===== src/rtl/evtmr_pkg.sv =====
package evtmr_pkg;
  localparam int PS_LOG2_MAX = 10;
  localparam int EVT_N   = 3;
  localparam int EVT_OVF = 0;
  localparam int EVT_CMP = 1;
  localparam int EVT_CAP = 2;

  localparam logic [2:0] A_CNT = 3'd0;
  localparam logic [2:0] A_CMP = 3'd1;
  localparam logic [2:0] A_CAP = 3'd2;
  localparam logic [2:0] A_CTL = 3'd3;
  localparam logic [2:0] A_ENA = 3'd4;
  localparam logic [2:0] A_FLG = 3'd5;

  function automatic logic ps_running(input logic [2:0] code);
    return (code >= 3'd1) && (code <= 3'd5);
  endfunction

  function automatic int unsigned ps_shift(input logic [2:0] code);
    case (code)
      3'd2:    return 3;
      3'd3:    return 6;
      3'd4:    return 8;
      3'd5:    return PS_LOG2_MAX;
      default: return 0;
    endcase
  endfunction
endpackage


===== src/rtl/evtmr_prescaler.sv =====
module evtmr_prescaler
  import evtmr_pkg::*;
#(
  parameter int PS_W = PS_LOG2_MAX
) (
  input  logic       clk,
  input  logic       rst_n,
  input  logic       restart,
  input  logic [2:0] code,
  output logic       tick
);
  logic [PS_W-1:0] presc_q;
  logic [PS_W-1:0] mask;
  logic            running;

  always_comb begin
    running = ps_running(code);
    mask    = (PS_W'(1) << ps_shift(code)) - PS_W'(1);
    tick    = running && ((presc_q & mask) == mask);
  end

  always_ff @(posedge clk) begin
    if (!rst_n || restart || !running) presc_q <= '0;
    else                               presc_q <= presc_q + PS_W'(1);
  end

  // a stopped divider stays parked at zero
  p_parked_r3: assert property (@(posedge clk) disable iff (!rst_n)
    !running |=> (presc_q == '0));
endmodule


===== src/rtl/evtmr_counter.sv =====
module evtmr_counter #(
  parameter int CNT_W = 16
) (
  input  logic             clk,
  input  logic             rst_n,
  input  logic             tick,
  input  logic             ld,
  input  logic [CNT_W-1:0] ld_val,
  input  logic [CNT_W-1:0] cmp_val,
  output logic [CNT_W-1:0] cnt,
  output logic             ovf_evt,
  output logic             cmp_evt
);
  logic [CNT_W-1:0] cnt_q;

  always_comb begin
    ovf_evt = tick && !ld && (cnt_q == '1);
    cmp_evt = tick && !ld && (cnt_q == cmp_val);
  end

  always_ff @(posedge clk) begin
    if (!rst_n)    cnt_q <= '0;
    else if (ld)   cnt_q <= ld_val;
    else if (tick) cnt_q <= cnt_q + CNT_W'(1);
  end

  assign cnt = cnt_q;

  p_wrap_zero_r5: assert property (@(posedge clk) disable iff (!rst_n)
    ovf_evt |=> (cnt_q == '0));
  p_load_now_r7: assert property (@(posedge clk) disable iff (!rst_n)
    ld |=> (cnt_q == $past(ld_val)));
endmodule


===== src/rtl/evtmr_capture.sv =====
module evtmr_capture #(
  parameter int CNT_W = 16
) (
  input  logic             clk,
  input  logic             rst_n,
  input  logic             pin,
  input  logic             rise_sel,
  input  logic [CNT_W-1:0] cnt,
  output logic [CNT_W-1:0] cap_val,
  output logic             cap_evt
);
  logic sync1_q, sync2_q, prev_q;
  logic [CNT_W-1:0] cap_q;

  always_comb begin
    cap_evt = rise_sel ? (sync2_q && !prev_q) : (!sync2_q && prev_q);
  end

  always_ff @(posedge clk) begin
    if (!rst_n) begin
      sync1_q <= 1'b0;
      sync2_q <= 1'b0;
      prev_q  <= 1'b0;
      cap_q   <= '0;
    end else begin
      sync1_q <= pin;
      sync2_q <= sync1_q;
      prev_q  <= sync2_q;
      if (cap_evt) cap_q <= cnt;
    end
  end

  assign cap_val = cap_q;

  p_copy_count_r8: assert property (@(posedge clk) disable iff (!rst_n)
    cap_evt |=> (cap_q == $past(cnt)));
  p_hold_value_r8: assert property (@(posedge clk) disable iff (!rst_n)
    !cap_evt |=> $stable(cap_q));
endmodule


===== src/rtl/evtmr_flags.sv =====
module evtmr_flags #(
  parameter int N = 3
) (
  input  logic         clk,
  input  logic         rst_n,
  input  logic [N-1:0] set,
  input  logic [N-1:0] clr,
  output logic [N-1:0] flags
);
  logic [N-1:0] flg_q;

  always_ff @(posedge clk) begin
    if (!rst_n) flg_q <= '0;
    else        flg_q <= (flg_q & ~clr) | set;
  end

  assign flags = flg_q;

  p_set_wins_r9: assert property (@(posedge clk) disable iff (!rst_n)
    (|set) |=> ((flg_q & $past(set)) == $past(set)));
  p_clear_one_r9: assert property (@(posedge clk) disable iff (!rst_n)
    (|(clr & ~set)) |=> ((flg_q & $past(clr & ~set)) == '0));
endmodule


===== src/rtl/evt_timer.sv =====
module evt_timer
  import evtmr_pkg::*;
#(
  parameter int CNT_W = 16,
  parameter int PS_W  = PS_LOG2_MAX
) (
  input  logic             clk,
  input  logic             rst_n,
  input  logic             wr_en,
  input  logic [2:0]       wr_addr,
  input  logic [CNT_W-1:0] wr_data,
  input  logic [2:0]       rd_addr,
  output logic [CNT_W-1:0] rd_data,
  input  logic             cap_pin,
  output logic             irq
);
  logic [CNT_W-1:0] cmp_q, cnt, cap_val;
  logic [2:0]       code_q;
  logic             rise_q;
  logic [EVT_N-1:0] en_q, flags, set_vec, clr_vec;
  logic             tick, ovf_evt, cmp_evt, cap_evt;
  logic             wr_cnt, wr_ctl;

  always_comb begin
    wr_cnt  = wr_en && (wr_addr == A_CNT);
    wr_ctl  = wr_en && (wr_addr == A_CTL);
    clr_vec = (wr_en && (wr_addr == A_FLG)) ? wr_data[EVT_N-1:0] : '0;
    set_vec = '0;
    set_vec[EVT_OVF] = ovf_evt;
    set_vec[EVT_CMP] = cmp_evt;
    set_vec[EVT_CAP] = cap_evt;
  end

  always_ff @(posedge clk) begin
    if (!rst_n) begin
      cmp_q  <= '0;
      code_q <= '0;
      rise_q <= 1'b0;
      en_q   <= '0;
    end else if (wr_en) begin
      case (wr_addr)
        A_CMP: cmp_q <= wr_data;
        A_CTL: begin
          code_q <= wr_data[2:0];
          rise_q <= wr_data[3];
        end
        A_ENA: en_q <= wr_data[EVT_N-1:0];
        default: ;
      endcase
    end
  end

  evtmr_prescaler #(.PS_W(PS_W)) u_presc (
    .clk(clk), .rst_n(rst_n), .restart(wr_ctl), .code(code_q), .tick(tick)
  );

  evtmr_counter #(.CNT_W(CNT_W)) u_cnt (
    .clk(clk), .rst_n(rst_n), .tick(tick), .ld(wr_cnt), .ld_val(wr_data),
    .cmp_val(cmp_q), .cnt(cnt), .ovf_evt(ovf_evt), .cmp_evt(cmp_evt)
  );

  evtmr_capture #(.CNT_W(CNT_W)) u_cap (
    .clk(clk), .rst_n(rst_n), .pin(cap_pin), .rise_sel(rise_q), .cnt(cnt),
    .cap_val(cap_val), .cap_evt(cap_evt)
  );

  evtmr_flags #(.N(EVT_N)) u_flg (
    .clk(clk), .rst_n(rst_n), .set(set_vec), .clr(clr_vec), .flags(flags)
  );

  always_comb begin
    case (rd_addr)
      A_CNT:   rd_data = cnt;
      A_CMP:   rd_data = cmp_q;
      A_CAP:   rd_data = cap_val;
      A_CTL:   rd_data = CNT_W'({rise_q, code_q});
      A_ENA:   rd_data = CNT_W'(en_q);
      A_FLG:   rd_data = CNT_W'(flags);
      default: rd_data = '0;
    endcase
    irq = |(flags & en_q);
  end

  p_stop_frozen_r3: assert property (@(posedge clk) disable iff (!rst_n)
    (!ps_running(code_q) && !wr_cnt) |=> $stable(cnt));
  p_irq_needs_flag_r10: assert property (@(posedge clk) disable iff (!rst_n)
    irq |-> (|flags));
  p_reset_quiet_r1: assert property (@(posedge clk)
    !rst_n |=> (flags == '0 && en_q == '0));
endmodule


===== config.mk =====
export PLATFORM = sky130hd
export DESIGN_NAME = evt_timer
export DESIGN_NICKNAME = d
export VERILOG_FILES = /design/src/rtl/evtmr_pkg.sv /design/src/rtl/evtmr_prescaler.sv /design/src/rtl/evtmr_counter.sv /design/src/rtl/evtmr_capture.sv /design/src/rtl/evtmr_flags.sv /design/src/rtl/evt_timer.sv
export SDC_FILE = /design/constraint.sdc
export NUM_CORES = 1
export LEC_CHECK = 0
export ABC_CLOCK_PERIOD_IN_PS = 2300
export BUFFER_PORTS_ARGS = -buffer_cell sky130_fd_sc_hd__buf_2
export CORE_MARGIN = 2
export CORE_UTILIZATION = 45
export CTS_BUF_LIST = sky130_fd_sc_hd__clkbuf_4
export CTS_CLUSTER_SIZE = 20
export DETAILED_ROUTE_END_ITERATION = 6
export GPL_ROUTABILITY_DRIVEN = 1
export MAX_ROUTING_LAYER = met4
export SLEW_MARGIN = 5
export SYNTH_ARGS = -nofsm -noshare
export SYNTH_HDL_FRONTEND = slang
export SYNTH_SLANG_ARGS = --single-unit

===== constraint.sdc =====
create_clock -name clk -period 2.3 [get_ports clk]
set_input_delay 0.46 -clock clk [delete_from_list [all_inputs] [get_ports clk]]
set_output_delay 0.46 -clock clk [all_outputs]
set_load 0.005 [all_outputs]

==> summary.txt <==
Logic synthesis
  – FF+latch count, synth: 71
  – Netlist cell types: 38
  – Yosys top cell by area: dfxtp_1
  – YS warnings: 0
  – Post-synth top flop: dfxtp_1
  – Largest cells by area after synthesis: dfxtp_1 38%, mux2i_1 11%, xnor2_1 8.1%
  – Post-synth ARST share: 0
  – Top-area cell type share of the netlist area: 0.377
  – Syn Area/Cell: 8.32 um^2
  – Cells after synthesis: roughly 450
  – Syn Nets: ~490
  – EDFF count, synth: 0
  – Register area share after synthesis: 0.377
  – Post-Synthesis Cell Area: about 3800 um^2

Cells and area
  – Commonest non-fill, non-tap cell in the layout: dfxtp_1
  – Non-Filler Instances: roughly 600
  – Diode count: 0
  – Synth-to-layout area growth: 15.0%
  – Layout cells sized above 1: 0.170
  – Commonest cells after routing, fill and taps aside: 70 x dfxtp_1, 47 x nand2_1, 43 x nor2_1
  – Fin area: 4340 um^2
  – Layout net count: roughly 530

Place
  – Final Wtd Congestion: 0.881
  – Dpl cells: between 500 and 600
  – DP HPWL: 7030 um
  – Placed cell areas: between 4000 and 5000 um^2
  – Port Buf Inserts: 42

Critical path
  – Setup crit end kind: flop
  – CP Launch Type: flop
  – Worst R2R Setup Slack: 170 ps
  – Critical path type: flop to flop
  – CP required: 2650 ps
  – Crit Reg-Reg Endpoint: u_cnt.cnt[14]$_SDFFE_PN0P_
  – Reg2Reg Depth: 7
  – Critical-path maximum fanout: 8
  – Critical R2R Launch: code_q[2]$_SDFFE_PN0P_
  – Arr. time, crit path: about 2500 ps

Clock tree
  – Clock Pin Slew Worst Setup and Hold Paths: 130 ps
  – Postcts setup bufs: 0
  – Longest Clk Path Bufs: 2
  – Root Buffer: clkbuf_4
  – Htree depth: 3
  – CTS Buf Count: 9
  – TritonCTS clock tree: done
  – Clk sinks: 71
  – Clock Latency Late Sink: 430 ps

Timing
  – Final period util: 0.928
  – Final Max Tran Viols: 0
  – Total Negative Setup Slacks: 0 ps
  – Setup Viol. Count Final: 0
  – Hold Fails Final Rpt: 0
  – Min Tclk post-route: 2130 ps
  – Slew Limit Headroom: 0.567
  – Worst-Margin Slew: 650 ps
  – Fmax: approximately 0.47 GHz
  – Skew final: 21.8 ps

Run status
  – Status: complete, no violations

GRT
  – Total track usage: 0.232
  – Total grt overflow: 0
  – Largest net degree at the start of global routing: 42
  – Vias in the first global route: between 3,000 and 4,000
  – First-pass GRT wire length: 15,800 um
  – Initial antenna violation count: 0

Hold path
  – Min-delay worst type: primary input to flop
  – Hold Crit Depth: 2
  – Hold Path End: u_cap.sync1_q$_SDFF_PN0_
  – HP Start: cap_pin

Drt
  – DR vias: 3,276
  – Wire length per cell: 16.1 um
  – Drt total wl: 9720 um
  – Number of vias per cell: 5.42
  – DR pass1 iterations: 4
  – Antenna viol nets, final: 0
  – DRC: 0
  – DRT iter0 DRCs: about 200

Pwr
  – Leakage: approximately 1.7 nW
  – Peak VDD IR: roughly 0.35 mV
  – PwrDens: 592 nW/um^2

Die
  – Overall die height: about 96 um
  – Die footprint: 9130 um^2
  – Num rows: 33
  – Ports: 43
  – Initial Utilization: 0.461
  – Die W: 95.5 um
  – Placeable Area: approximately 8000 um^2

Run
  – Max Cap Viol: 0
cells by family after synthesis:
logic type / Yosys count / share of synthesized area
XOR/XNOR: 37 / 0.0859
adder cells (fa/ha/maj): 6 / 0.0199
flip-flops: 71 / 0.377
multiplexers: 42 / 0.115
AO/OA/AOI/OAI: 85 / 0.136
buffers and inverters: 35 / 0.0355
AND/OR/NAND/NOR: 177 / 0.231
report_power, final:
part / internal (mW) / total, mW / switching (mW) / leakage [nW]
combinational: 0.110 / 0.248 / 0.138 / 1.01
sequential: 1.25 / 1.29 / 0.0319 / 0.575
clock: 0.561 / 1.03 / 0.469 / 0.100
registers in the layout, summed over array words and instances, names as in the netlist, 3 cells and up:
signal           flops
u_cap.cap_val       16
code_q               3
cmp_q               16
en_q                 3
u_cnt.cnt           16
u_flg.flags          3
u_presc.presc_q     10
metrics by stage:
step / hold slack [ps] / total power, mW / utilization / worst slack, ps
final: 224 / 2.57 / 0.530 / 165
after CTS: 213 / 2.58 / 0.528 / 117
after floorplan: 412 / 1.46 / - / 171
after global placement: 413 / 1.56 / 0.506 / 256
after global routing: 218 / 2.66 / 0.530 / -6.51
after detailed placement: 419 / 1.56 / 0.506 / 149
how the worst max path moves through the flow:
stage | startpoint | end | slack (ps) | cells past startpoint
finish | code_q[2]$_SDFFE_PN0P_ | u_cnt.cnt[14]$_SDFFE_PN0P_ | 170 | 7
global route | code_q[2]$_SDFFE_PN0P_ | u_cnt.cnt[14]$_SDFFE_PN0P_ | -7 | 7
detailed placement | code_q[2]$_SDFFE_PN0P_ | u_cnt.cnt[14]$_SDFFE_PN0P_ | 150 | 7
global placement | code_q[2]$_SDFFE_PN0P_ | u_cnt.cnt[12]$_SDFFE_PN0P_ | 260 | 7
CTS | code_q[2]$_SDFFE_PN0P_ | u_cnt.cnt[14]$_SDFFE_PN0P_ | 120 | 7
floorplan | rd_addr[1] | rd_data[12] | 170 | 6
cell usage after synthesis, drive strengths merged, types with 3 or more instances:
master / n
a21boi: 18
a21oi: 31
a22oi: 4
a31oi: 4
and2: 3
and3: 5
buf: 3
clkbuf: 27
dfxtp: 71
ha: 6
inv: 5
mux2i: 40
nand2: 47
nand3: 16
nand4: 7
nor2: 43
nor2b: 30
nor3: 10
nor3b: 4
nor4: 3
nor4b: 3
o21ai: 21
or3: 3
xnor2: 35
critical path: stages, from the launching register on:
cell	delay, ps
dfxtp_2	420
inv_1	80
ha_1	310
a22oi_1	250
nand3_2	110
or3_1	410
or3_1	310
a31oi_1	170
area by class of cell:
cell class                 instances  area, um^2
clock buffer                      10        75.1
fill                             827        3840
sequential                        71        1420
clock inverter                     6         109
multi-input combinational        347        2230
inverter                           5        18.8
tap                              105         131
timing repair buffer              60         345
timing repair:
item,CTS,global route
endpoints found under the hold margin,0,0
setup endpoints to repair,0,11
resized for setup,0,4
hold buffers,0,0
layer usage:
layer,track usage,part of all wire,vias to the layer above
met5,-,0,-
met3,0.0324,0.053,16
li1,-,-,1648
met2,0.343,0.45,71
met1,0.326,0.48,1541
met4,0.0750,0.016,0
(Power assumes the default switching activity.)
